**config.mk**
```make
export PLATFORM = sky130hd
export DESIGN_NAME = fb_swap_copier
export DESIGN_NICKNAME = d
export VERILOG_FILES = /design/src/rtl/fbsc_pkg.sv /design/src/rtl/fbsc_splitter.sv /design/src/rtl/fbsc_done_track.sv /design/src/rtl/fbsc_loopcalc.sv /design/src/rtl/fb_swap_copier.sv
export SDC_FILE = /design/constraint.sdc
export NUM_CORES = 1
export LEC_CHECK = 0
export BUFFER_PORTS_ARGS = -buffer_cell sky130_fd_sc_hd__buf_2
export CORE_MARGIN = 2
export CORE_UTILIZATION = 43
export DETAILED_ROUTE_END_ITERATION = 10
export PLACE_DENSITY = 0.65
export SLEW_MARGIN = 20
export SYNTH_ARGS = -nofsm -noshare
export SYNTH_HDL_FRONTEND = slang
export SYNTH_SLANG_ARGS = --single-unit
```
**constraint.sdc**
```tcl
create_clock -name clk -period 10.44 [get_ports clk]
set_input_delay 0.522 -clock clk [delete_from_list [all_inputs] [get_ports clk]]
set_output_delay 0.522 -clock clk [all_outputs]
set_load 0.005 [all_outputs]
```
**src/rtl/fbsc_pkg.sv**
```systemverilog
package fbsc_pkg;

    typedef enum logic [1:0] {
        ST_IDLE,
        ST_PLAN,
        ST_ISSUE,
        ST_WAIT
    } ctl_state_e;

    typedef enum logic [1:0] {
        SP_IDLE,
        SP_HALVE,
        SP_ALLOC
    } split_phase_e;

    localparam int LOOP_RADIX = 256;

    typedef struct packed {
        logic [8:0] outer;
        logic [8:0] inner;
    } loop_cnt_t;

    // Two-level burst loop split of an 8-bit nested counter pair
    function automatic loop_cnt_t split_loops(input logic [31:0] bursts);
        loop_cnt_t r;
        if (bursts > 32'(LOOP_RADIX)) begin
            r.outer = 9'(bursts / 32'(LOOP_RADIX));
            r.inner = {1'b0, bursts[7:0]};
        end else begin
            r.outer = 9'd0;
            r.inner = bursts[8:0];
        end
        return r;
    endfunction

endpackage

```
**src/rtl/fbsc_splitter.sv**
```systemverilog
module fbsc_splitter
    import fbsc_pkg::*;
#(
    parameter int LEN_W    = 32,
    parameter int NCH      = 4,
    parameter longint CHAN_MAX = 2097152,
    localparam int CNT_W   = $clog2(NCH + 1)
) (
    input  logic             clk,
    input  logic             rst,
    input  logic             start,
    input  logic [LEN_W-1:0] total,
    output logic             done,
    output logic [LEN_W-1:0] len_pc,
    output logic [CNT_W-1:0] used
);
    localparam logic [LEN_W-1:0] MAXV = LEN_W'(CHAN_MAX);

    split_phase_e     phase;
    logic [LEN_W-1:0] len_q;
    logic [LEN_W-1:0] tot_q;
    logic [LEN_W:0]   acc_q;
    logic [CNT_W-1:0] cnt_q;
    logic             done_q;

    logic [LEN_W:0]   acc_n;
    logic [CNT_W-1:0] cnt_n;

    assign acc_n = acc_q + {1'b0, len_q};
    assign cnt_n = cnt_q + CNT_W'(1);

    always_ff @(posedge clk) begin
        if (rst) begin
            phase  <= SP_IDLE;
            len_q  <= '0;
            tot_q  <= '0;
            acc_q  <= '0;
            cnt_q  <= '0;
            done_q <= 1'b0;
        end else begin
            done_q <= 1'b0;
            unique case (phase)
                SP_IDLE: begin
                    if (start) begin
                        len_q <= total;
                        tot_q <= total;
                        acc_q <= '0;
                        cnt_q <= '0;
                        phase <= SP_HALVE;
                    end
                end
                SP_HALVE: begin
                    if (len_q > MAXV) len_q <= len_q >> 1;
                    else              phase <= SP_ALLOC;
                end
                SP_ALLOC: begin
                    acc_q <= acc_n;
                    cnt_q <= cnt_n;
                    if (acc_n >= {1'b0, tot_q} || cnt_n == CNT_W'(NCH)) begin
                        done_q <= 1'b1;
                        phase  <= SP_IDLE;
                    end
                end
                default: phase <= SP_IDLE;
            endcase
        end
    end

    assign done   = done_q;
    assign len_pc = len_q;
    assign used   = cnt_q;
endmodule

```
**src/rtl/fbsc_done_track.sv**
```systemverilog
module fbsc_done_track #(
    parameter int NCH = 4
) (
    input  logic           clk,
    input  logic           rst,
    input  logic [NCH-1:0] clr_mask,
    input  logic [NCH-1:0] done_in,
    output logic           all_done
);
    logic [NCH-1:0] flags;
    logic [NCH-1:0] merged;

    assign merged   = flags | done_in;
    assign all_done = &merged;

    always_ff @(posedge clk) begin
        if (rst) flags <= '1;
        else     flags <= merged & ~clr_mask;
    end
endmodule

```
**src/rtl/fbsc_loopcalc.sv**
```systemverilog
module fbsc_loopcalc
    import fbsc_pkg::*;
#(
    parameter int LEN_W      = 32,
    parameter int BURST_LOG2 = 5
) (
    input  logic [LEN_W-1:0] len,
    output logic [8:0]       outer,
    output logic [8:0]       inner
);
    logic [LEN_W-1:0] bursts;
    loop_cnt_t        lc;

    assign bursts = len >> BURST_LOG2;
    assign lc     = split_loops(32'(bursts));
    assign outer  = lc.outer;
    assign inner  = lc.inner;
endmodule

```
**src/rtl/fb_swap_copier.sv**
```systemverilog
module fb_swap_copier
    import fbsc_pkg::*;
#(
    parameter int     ADDR_W      = 32,
    parameter int     LEN_W       = 32,
    parameter int     NCH         = 4,
    parameter int     BURST_BYTES = 32,
    parameter longint FB_BASE     = 64'h0200_0000,
    parameter longint FRAME_BYTES = 1843200,
    localparam int     BURST_LOG2 = $clog2(BURST_BYTES),
    localparam longint CHAN_MAX   = longint'(BURST_BYTES) * 65536,
    localparam longint TOTAL_MAX  = CHAN_MAX * NCH,
    localparam int     CNT_W      = $clog2(NCH + 1)
) (
    input  logic                       clk,
    input  logic                       rst,
    input  logic                       req_valid,
    input  logic [ADDR_W-1:0]          req_src,
    input  logic [LEN_W-1:0]           req_len,
    input  logic [NCH-1:0]             ch_done,
    output logic                       busy,
    output logic                       req_err,
    output logic [NCH-1:0]             ch_start,
    output logic [NCH-1:0][ADDR_W-1:0] ch_dst,
    output logic [NCH-1:0][ADDR_W-1:0] ch_src,
    output logic [NCH-1:0][LEN_W-1:0]  ch_len,
    output logic [NCH-1:0][8:0]        ch_outer,
    output logic [NCH-1:0][8:0]        ch_inner,
    output logic                       park_idx,
    output logic                       swap_strobe
);
    localparam logic [ADDR_W-1:0] BUF0 = ADDR_W'(FB_BASE);
    localparam logic [ADDR_W-1:0] BUF1 = ADDR_W'(FB_BASE + FRAME_BYTES);

    ctl_state_e        state;
    logic              bad_len;
    logic              split_go;
    logic              split_done;
    logic [LEN_W-1:0]  len_pc;
    logic [CNT_W-1:0]  used;
    logic [ADDR_W-1:0] src_base_q;
    logic [ADDR_W-1:0] dst_base_q;
    logic [NCH-1:0]    use_mask;
    logic [NCH-1:0]    clr_mask;
    logic              all_done;
    logic              err_q;
    logic              swap_q;
    logic              park_q;

    assign bad_len  = req_len[LEN_W-1] || (64'(req_len) > 64'(TOTAL_MAX));
    assign split_go = (state == ST_IDLE) && req_valid && !bad_len;
    assign clr_mask = (state == ST_ISSUE) ? use_mask : '0;

    fbsc_splitter #(
        .LEN_W   (LEN_W),
        .NCH     (NCH),
        .CHAN_MAX(CHAN_MAX)
    ) u_split (
        .clk   (clk),
        .rst   (rst),
        .start (split_go),
        .total (req_len),
        .done  (split_done),
        .len_pc(len_pc),
        .used  (used)
    );

    fbsc_done_track #(.NCH(NCH)) u_track (
        .clk     (clk),
        .rst     (rst),
        .clr_mask(clr_mask),
        .done_in (ch_done),
        .all_done(all_done)
    );

    // Control sequence: accept, plan, issue, wait for completion
    always_ff @(posedge clk) begin
        if (rst) begin
            state      <= ST_IDLE;
            src_base_q <= '0;
            dst_base_q <= '0;
            err_q      <= 1'b0;
            swap_q     <= 1'b0;
            park_q     <= 1'b0;
        end else begin
            err_q  <= 1'b0;
            swap_q <= 1'b0;
            unique case (state)
                ST_IDLE: begin
                    if (req_valid) begin
                        if (bad_len) begin
                            err_q <= 1'b1;
                        end else begin
                            src_base_q <= req_src;
                            dst_base_q <= park_q ? BUF0 : BUF1;
                            state      <= ST_PLAN;
                        end
                    end
                end
                ST_PLAN:  if (split_done) state <= ST_ISSUE;
                ST_ISSUE: state <= ST_WAIT;
                ST_WAIT: begin
                    if (all_done) begin
                        park_q <= ~park_q;
                        swap_q <= 1'b1;
                        state  <= ST_IDLE;
                    end
                end
                default: state <= ST_IDLE;
            endcase
        end
    end

    genvar gi;
    generate
        for (gi = 0; gi < NCH; gi++) begin : g_chan
            logic [ADDR_W-1:0] dst_q;
            logic [ADDR_W-1:0] src_q;
            logic [LEN_W-1:0]  len_q;
            logic              start_q;
            logic [LEN_W-1:0]  offs;

            assign use_mask[gi] = (CNT_W'(gi) < used);
            assign offs         = LEN_W'(gi) * len_pc;

            always_ff @(posedge clk) begin
                if (rst) begin
                    dst_q   <= '0;
                    src_q   <= '0;
                    len_q   <= '0;
                    start_q <= 1'b0;
                end else begin
                    start_q <= 1'b0;
                    if (state == ST_ISSUE) begin
                        start_q <= use_mask[gi];
                        if (use_mask[gi]) begin
                            dst_q <= dst_base_q + ADDR_W'(offs);
                            src_q <= src_base_q + ADDR_W'(offs);
                            len_q <= len_pc;
                        end else begin
                            dst_q <= '0;
                            src_q <= '0;
                            len_q <= '0;
                        end
                    end
                end
            end

            fbsc_loopcalc #(
                .LEN_W     (LEN_W),
                .BURST_LOG2(BURST_LOG2)
            ) u_loop (
                .len  (len_q),
                .outer(ch_outer[gi]),
                .inner(ch_inner[gi])
            );

            assign ch_dst[gi]   = dst_q;
            assign ch_src[gi]   = src_q;
            assign ch_len[gi]   = len_q;
            assign ch_start[gi] = start_q;
        end
    endgenerate

    assign busy        = (state != ST_IDLE);
    assign req_err     = err_q;
    assign swap_strobe = swap_q;
    assign park_idx    = park_q;
endmodule

```
* Word-level counts from Yosys, hierarchy flattened *
Index checks and enable logic that the tools add are counted.

operators by class
  add/subtract/negate cells = 8
  multiply operators = 1
  magnitude comparators = 11
  eq/ne operators = 14
  multiplexer cells = 37
  bitwise gates (word level) = 10
  reductions and logical operators = 22

operator list
  kind                     number
  $mux W32                 14
  $add A32 B32 Y32         6
  $gt A27 B9 Y1 const B    4
  $mux W18                 4
  $pmux W33 S2             1
  $pmux W32 S2             1
  $add A33 B32 Y33         1
  $ge A33 B32 Y1           1
  $mux W33                 1
  $gt A32 B22 Y1 const B   1
  $gt A32 B24 Y1 const B   1
  $mul A2 B32 Y32 const A  1
  $mux W21                 1
  $mux W2                  7
  $ne A2 B2 Y1 const B     5
  $reduce_and A3 Y1        3
  $pmux W2 S4              1
  $reduce_and A4 Y1        2
  $not A1 Y1               7
  $eq A2 B2 Y1 const B     3
  $lt A1 B3 Y1 const A     2
  $lt A2 B3 Y1 const A     2
  $ne A2 B1 Y1 const B     3
  $pmux W2 S3              1
  other kinds (19)         30

word-level totals
  bits in registers = 564
  output and inout port bits = 464
  word-level logic and storage cells = 132

* Longest topological paths before layout *
Gate-level depths: netlist of run 1.

  depth after elaboration = 6
  mapped depth = 21
  mapped depth without buffers = 20

* By module *
Synthesis of run 1 repeated with hierarchy kept, for this count alone.

unflattened totals
  cell total of the unflattened synthesis = 3,080
  area total of the unflattened synthesis = 26,525.4 um^2

modules (own cells, without submodules)
  module           times used  cells each  area an instance (um^2)
  fb_swap_copier   1           2,152       19,264.7
  fbsc_splitter    1           803         6,437.4
  fbsc_loopcalc    4           28          171.4
  fbsc_done_track  1           13          137.6

* Least setup slack after synthesis of run 1 *
OpenSTA, ideal clock, no wires.

  path type = reg2reg
  start = register u_split.len_q[1], in the netlist u_split.len_pc[1]
  end = register g_chan[3].src_q[31]
  library setup time = 0.117 ns
  arrival time = 4.748 ns
  data required time = 10.323 ns
  path slack = 5.576 ns
  stages on the path, launching flop included = 20
  cells stage by stage = dfxtp_1 > ha_1 > fa_1 > a211oi_1 > o211ai_2 > and4_1 > or3_1 > and2_1 > clkbuf_1 > ha_1 > a21o_1 > a31o_2 > a221oi_1 > o41ai_1 > a21oi_1 > o21ai_0 > and3_1 > o41ai_1 > xnor3_1 > a22o_1

between the ends
  word-level cells in the longest chain between the ends = 3

RTL lines
  item                    line                   source
  from (decl)             fbsc_splitter.sv:20    logic [LEN_W-1:0] len_q;
  from (signal assigned)  fbsc_splitter.sv:45    len_q <= total;
  from (signal assigned)  fbsc_splitter.sv:53    if (len_q > MAXV) len_q <= len_q >> 1;
  $mul A2 B32 Y32         fb_swap_copier.sv:124  assign offs = LEN_W'(gi) * len_pc;
  $add A32 B32 Y32        fb_swap_copier.sv:138  src_q <= src_base_q + ADDR_W'(offs);
  $mux W32                fb_swap_copier.sv:136  if (use_mask[gi]) begin
  to (signal assigned)    fb_swap_copier.sv:138
  to (decl)               fb_swap_copier.sv:118  logic [ADDR_W-1:0] src_q;

Every way passes these cells.
A chain may end at the register's enable or synchronous reset.

* Worst setup path after layout of run 1 *
  start = register u_split.len_q[14], in the netlist u_split.len_pc[14]
  end = register g_chan[3].src_q[31]

The elaborated chain is that of the path after synthesis.

==> results of run 1 <==
-- per-layer routing --
metal / vias up / share of wire
met5: - / 0.00026
met4: 4 / 0.037
met3: 162 / 0.059
met2: 829 / 0.45
met1: 11551 / 0.46
li1: 11591 / -
-- sequential cells by signal, indices dropped and copies added (netlist names) --
register,count
dst_base_q,2
g_chan.dst_q,85
g_chan.len_q,114
g_chan.src_q,128
g_chan.start_q,4
park_idx,1
req_err,1
src_base_q,32
state,2
swap_strobe,1
u_split.acc_q,33
u_split.done,1
u_split.len_pc,32
u_split.phase,2
u_split.tot_q,32
u_split.used,3
u_track.flags,4
-- layout make-up --
type / count / area (um2) / area share
timing repair buffer: 528 / 2700 / 0.08843
sequential: 477 / 9549 / 0.3127
antenna: 2 / 5.005 / 0.0001639
inverter: 114 / 427.9 / 0.01401
clock inverter: 15 / 259.0 / 0.008482
multi-input combinational: 2262 / 15110 / 0.4948
tap: 782 / 978.4 / 0.03204
clock buffer: 72 / 1505 / 0.04930
-- through the flow --
step / std cells / hold WS (ns) / total power [mW] / utilization
after global routing: 4250 / 0.1314 / 3.964 / 0.5058
after CTS: 4250 / 0.1048 / 3.887 / 0.5058
final: 4252 / 0.1362 / 3.863 / 0.5059
after global placement: 4163 / 0.4309 / 1.976 / 0.4766
after detailed placement: 4163 / 0.4363 / 1.976 / 0.4766
after floorplan: 3108 / 0.4291 / 1.936 / -
-- tightest hold or removal path: cells and delay by family --
family | cells | cell delay, ns
AND/OR/NAND/NOR | 1 | 0.07
multiplexers | 1 | 0.05
buffers and inverters | 1 | 0.07
-- layout by cell type (no fill, tap or decap), types with 7 or more instances in the layout --
cell         n
buf_2      505
dfxtp_1    477
nand2_1    329
o21ai_0    264
ha_1       226
nor2_1     220
a21oi_1    202
a22o_1     129
inv_1      107
xnor2_1    101
a21o_1      83
xor2_1      66
a211oi_1    52
clkbuf_16   51
nor2b_1     48
mux2i_1     40
nand3_1     39
nor3_1      38
nor4_1      38
o21a_1      33
nand4_1     31
conb_1      28
nand2b_1    27
and2_1      24
buf_4       23
and3_1      18
a31oi_1     18
or3_1       16
o211ai_1    15
clkbuf_8    15
o21bai_1    13
o31ai_1     10
a32o_1       9
a311oi_1     7
o21ai_1      7
a41oi_1      7
-- power groups by stage --
stage	registers, mW	logic [mW]	clock network (mW)
4_1_cts	1.83	0.110	1.95
6_report	1.83	0.111	1.93
3_5_place_dp	1.87	0.110	0
2_1_floorplan	1.87	0.0705	0
5_1_grt	1.83	0.119	2.02
3_3_place_gp	1.87	0.109	0
-- cells by family after synthesis --
kind of cell | count (synthesis) | share of synthesized area
xor gates and xnor gates | 170 | 0.05783
DFF | 477 | 0.3638
and+or+nand+nor | 864 | 0.1519
other | 1 | 0.0001429
muxes | 40 | 0.01526
buffers and inverters | 369 | 0.06622
adders and majority gates | 231 | 0.1116
AOI/OAI and AO/OA | 929 | 0.2332
-- path summary, 6_finish.rpt --
| path | depth (start not counted) | from | slack [ns] | end |
|---|---|---|---|---|
| min reg2reg | 2 | u_split.tot_q[28] | 0.45 | u_split.tot_q[28] |
| max | 18 | u_split.len_pc[14] | 4.80 | g_chan[3].src_q[31] |
| max reg2reg | 18 | u_split.len_pc[14] | 4.80 | g_chan[3].src_q[31] |
| min | 3 | req_src[14] | 0.14 | src_base_q[14] |
==> out/qor.txt, run 1 <==
====================================================================================
Syn Area/Cell .........................................................    8.518 um2
Filler instances ......................................................         5827
Met3 capacity usage during global routing .............................      0.04224
Pint ..................................................................     2.981 mW
Clock share of power ..................................................        0.498
Clock transition at path regs .........................................      0.07 ns
Crit Path Category .................................................... flip-flop to flip-flop
Cell with the most instances after synthesis ..........................      dfxtp_1
Core area .............................................................    60360 um2
CP dominant cell by count .............................................      a21oi_1
Max transition margin .................................................       0.2431
Worst Setup Slack, final ..............................................     4.804 ns
Top post-synthesis cells by area ...................................... dfxtp_1 (36%), ha_1 (11%), o21ai_0 (5.1%)
Combinational fraction of design power ................................        0.029
Met1 Use GR ...........................................................       0.4166
DP Area ...............................................................    28770 um2
Vias in the first global route ........................................       21.79k
Clock Skews ...........................................................   0.04419 ns
GRT overflow ..........................................................            0
Met2 layer usage reported by global route .............................       0.4695
Clock root cell .......................................................    clkbuf_16
Outcome ............................................................... finished, final reports clean
Final worst path period share .........................................       0.5398
Post-synth cell types .................................................           87
PortBufs ..............................................................          506
Die boundary width ....................................................     251.1 um
First-pass GRT wire length ............................................     143.2 mm
Number of instances in the synthesized netlist ........................         3081
Share of layout cells above drive strength 1 ..........................       0.1866
Netlist area before placement .........................................    26250 um2
Post-detailed-route wirelength per cell ...............................     23.04 um
Min Clock Period, post-route ..........................................     5.636 ns
Synth top cells by count .............................................. dfxtp_1 (477), nand2_1 (332), o21ai_0 (265)
Detailed-route vias per instance ......................................        5.677
Final Wtd Congestion ..................................................       0.9619
H-tree depth ..........................................................            2
Startpoint type of the worst setup path ...............................    flip-flop
Switching portion of total power ......................................       0.2283
Hold/Removal Path Class ............................................... input pin to flip-flop
Grt peak-use layer ....................................................         met2
Starting DRC count in detailed routing ................................         2068
Library cell with the largest summed area after synthesis .............      dfxtp_1
Number of setup violations in the final report ........................            0
Achievable frequency ..................................................    177.4 MHz
Net count of the finished layout ......................................         3736
Dominant synthesized flop cell ........................................      dfxtp_1
Register bit total from synthesis .....................................          477
Total iterations of the first detailed-routing run ....................            5
Pin count of the biggest net entering global routing ..................           97
TritonCTS clock tree ..................................................          yes
Required time worst endpoint ..........................................     10.95 ns
Arrival time of the worst setup path ..................................      6.14 ns
Total die area ........................................................    63030 um2
Dpl hpwl ..............................................................     74.73 mm
Switching power of the nets ...........................................    0.8821 mW
DRC errors left .......................................................            0
RSZ-0062 raised after global routing ..................................           no
Power density cells ................................................... 126.5 nW/um2
Number of buffers on the longest clock path ...........................            3
Via Count .............................................................       24.14k
Master of the slowest instance on the critical path ...................      o41ai_1
Top-level port count ..................................................          535
Dominant delay contributor by cell family on the critical path ........ compound AO/OA/AOI/OAI gates
Total wire length .....................................................     97.96 mm
CP peak stage delay ...................................................      0.65 ns
Crit path buffers/inverters ...........................................            2
Number of antenna violations at the first check in global routing .....            2
Floorplan die height ..................................................     251.1 um
Number of placement rows ..............................................           90
TNS Setup .............................................................         0 ns
Cell chain of the critical path ....................................... inv_1, ha_1, a2111oi_0, o21ai_1, a21oi_1, a21oi_1, xnor2_1, inv_1, ha_1, and3_1, nand2_1, o41ai_1, a21oi_1, o21ai_0, and3_1, o41ai_1, xnor3_1, a22o_1
Proportion of synthesized flip-flops having asynchronous set or reset .            0
# Max-Cap Violations ..................................................            0
P&R area growth vs syn ................................................       16.34%
Number of buffers inserted by post-CTS setup repair ...................            0
Number of enable flip-flop cells after synthesis ......................            0
All-layer global routing usage ........................................       0.2990
Worst skew pair latency ...............................................      0.63 ns
Number of buffers inserted during clock tree synthesis ................           51
Number of failing hold endpoints at the final stage ...................            0
Warnings, synthesis ...................................................            0
Largest driver fanout on the critical path ............................           10
Detail Route Antenna Nets .............................................            0
Leakage ...............................................................     14.71 nW
Transition at the pin with the smallest max-transition slack ..........     1.128 ns
Portion of synthesized cell area occupied by the leading cell type ....       0.3638
Worst IR drop on VDD ..................................................    0.1248 mV
Summed area of non-filler cells in the final layout ...................    30530 um2
Sequential cell area fraction in the yosys report .....................       0.3638
Number of hold-repair buffers added at the cts stage ..................            0
Sequential share of power .............................................        0.473
Pins over their slew limit ............................................            0
Sort of element at the end of the critical path .......................    flip-flop
Number of cells upsized or downsized after cts ........................            0
Post-Place Setup Slack ................................................     5.042 ns
Starting utilization of the core area .................................       0.4348
TritonCTS Sinks .......................................................          477
====================================================================================
Note: power is estimated with default switching activity, not from simulation.
==> run 2: changes to the inputs <==
clock period = 5.8 ns   (was 10.44 ns; I/O delays follow)
==> out/qor.txt, run 2 (same netlist as run 1, synthesis figures left out) <==
================================================================================
Total die area ....................................................    63030 um2
GRT overflow ......................................................            0
Worst Setup Slack, final ..........................................    0.4032 ns
Worst skew pair latency ...........................................      0.62 ns
Dpl cells .........................................................         4187
Top-level port count ..............................................          535
Hold/Removal Path Class ........................................... input pin to flip-flop
Startpoint type of the worst setup path ...........................    flip-flop
Worst Hold Margin .................................................   0.03204 ns
Clock root cell ...................................................    clkbuf_16
Floorplan die height ..............................................     251.1 um
Core area .........................................................    60360 um2
TritonCTS clock tree ..............................................          yes
Sort of element at the end of the critical path ...................    flip-flop
Sequential share of power .........................................        0.452
Number of buffers inserted during clock tree synthesis ............           52
Pin count of the biggest net entering global routing ..............          102
Post-Place Setup Slack ............................................    0.5194 ns
Number of failing hold endpoints at the final stage ...............            0
TNS Setup .........................................................         0 ns
Pins over their slew limit ........................................            0
Transition at the pin with the smallest max-transition slack ......     1.122 ns
Die boundary width ................................................     251.1 um
Total iterations of the first detailed-routing run ................            5
Commonest cells after routing, fill and taps aside ................ buf_2 (505), dfxtp_1 (477), nand2_1 (329), o21ai_0 (264), ha_1 (226)
Met2 Routed Length ................................................     42.40 mm
Crit Path Category ................................................ flip-flop to flip-flop
Clock transition at path regs .....................................      0.07 ns
Clock Skews .......................................................   0.01851 ns
Final worst path period share .....................................       0.9305
Dominant delay contributor by cell family on the critical path .... compound AO/OA/AOI/OAI gates
Largest register FFs ..............................................          128
Achievable frequency ..............................................    185.3 MHz
Switching power of the nets .......................................     1.621 mW
Pint ..............................................................     5.644 mW
First-pass GRT wire length ........................................     143.0 mm
Routed length on met1 .............................................     43.94 mm
DRC errors left ...................................................            0
Via Count .........................................................       24.40k
Vias in the first global route ....................................       22.08k
Largest driver fanout on the critical path ........................            8
PortBufs ..........................................................          506
# Max-Cap Violations ..............................................            0
Detailed-route vias per instance ..................................        5.627
Master of the slowest instance on the critical path ...............      o41ai_1
Worst IR drop on VDD ..............................................    0.2365 mV
Starting utilization of the core area .............................       0.4348
Share of layout cells above drive strength 1 ......................       0.1914
Number of placement rows ..........................................           90
All-layer global routing usage ....................................       0.2975
Switching portion of total power ..................................       0.2232
Clock share of power ..............................................        0.516
Cell chain of the critical path ................................... inv_1, ha_1, nor2_1, o21ai_1, a221oi_1, a21oi_1, xnor2_1, inv_1, ha_1, and3_1, nand2_1, o41ai_1, a21oi_1, o21ai_0, and3_1, o41ai_1, xnor3_1, a22o_1
Register with the most flip-flops ................................. g_chan.src_q
Most common cell after layout, fill and taps aside ................        buf_2
Max transition margin .............................................       0.2519
Number of buffers on the longest clock path .......................            3
Total wire length .................................................     97.17 mm
Dpl hpwl ..........................................................     73.77 mm
P&R area growth vs syn ............................................       19.62%
Leakage ...........................................................     15.12 nW
PnR Total Power ...................................................     7.265 mW
Outcome ........................................................... finished, final reports clean
Required time worst endpoint ......................................      6.29 ns
Arrival time of the worst setup path ..............................      5.89 ns
CP peak stage delay ...............................................      0.65 ns
Min Clock Period, post-route ......................................     5.397 ns
Number of antenna violations at the first check in global routing .            3
Final Wtd Congestion ..............................................       0.9394
Combinational fraction of design power ............................        0.032
Post-detailed-route wirelength per cell ...........................     22.41 um
Post-Layout Cell Count ............................................         4337
RSZ-0062 raised after global routing ..............................           no
Largest registers ................................................. g_chan.src_q (128), g_chan.len_q (114), g_chan.dst_q (85)
H-tree depth ......................................................            2
Met3 wire length ..................................................     6.960 mm
TritonCTS Sinks ...................................................          477
Net count of the finished layout ..................................         3815
Detail Route Antenna Nets .........................................            0
Crit path buffers/inverters .......................................            2
Uppermost metal layer occupied by signal nets .....................         met4
Starting DRC count in detailed routing ............................         2165
Power density cells ............................................... 231.4 nW/um2
Number of setup violations in the final report ....................            0
================================================================================
## run 2: changes by cell type in the layout (fill, tap and decap cells not counted), sizes merged
| cell | before | now |
|---|---|---|
| clkinv | 12 | 20 |
| clkinvlp | 0 | 3 |
| buf | 528 | 552 |
| clkbuf | 72 | 60 |
| bufinv | 5 | 13 |
| dlygate4sd3 | 0 | 54 |
## run 2: per-layer routing
layer / up-vias / GRT usage
li1: 11747 / -
met1: 11587 / 0.4196
met2: 894 / 0.4573
met3: 176 / 0.04659
met4: 0 / 0.1116
met5: - / 0
## run 2: worst min-delay path: stages
cell and delay (ns):
buf_2 0.17, nand2_1 0.08, a21oi_1 0.05
## run 2: power groups by stage
stage | Combinational (mW) | Clock, mW | Sequential, mW
after global placement | 0.198 | 0 | 3.36
after global routing | 0.249 | 3.93 | 3.29
after CTS | 0.227 | 3.79 | 3.29
after detailed placement | 0.198 | 0 | 3.36
after floorplan | 0.127 | 0 | 3.36
final | 0.231 | 3.75 | 3.29
## run 2: what timing repair did
item                      in CTS  in global routing
hold endpoints to repair      54                  0
buffers inserted               0                  0
gates resized for setup        0                  0
hold buffers                  54                  0
## run 2: area by class of cell
class | count | area (um2)
Sequential cell | 477 | 9549
Clock buffer | 60 | 1383
Timing Repair Buffer | 606 | 3421
Clock inverter | 34 | 521.8
Antenna cell | 2 | 5.005
Multi-Input combinational cell | 2262 | 15110
Fill cell | 5811 | 28960
Inverter | 114 | 427.9
Tap cell | 782 | 978.4
## run 2: through the flow
step	instance area, um2	util
after detailed placement	28950	0.4796
after global routing	31390	0.5201
after floorplan	26350	-
after CTS	31390	0.5201
after global placement	28950	0.4796
final	31400	0.5201
## run 2: worst paths after layout
check,from,end,slack (ns),depth (start not counted)
setup / recovery,u_split.len_pc[10],g_chan[3].src_q[31],0.40,18
hold / removal,req_len[3],u_split.tot_q[3],0.03,3
setup reg to reg,u_split.len_pc[10],g_chan[3].src_q[31],0.40,18
hold reg to reg,g_chan[3].src_q[13],g_chan[3].src_q[13],0.45,2
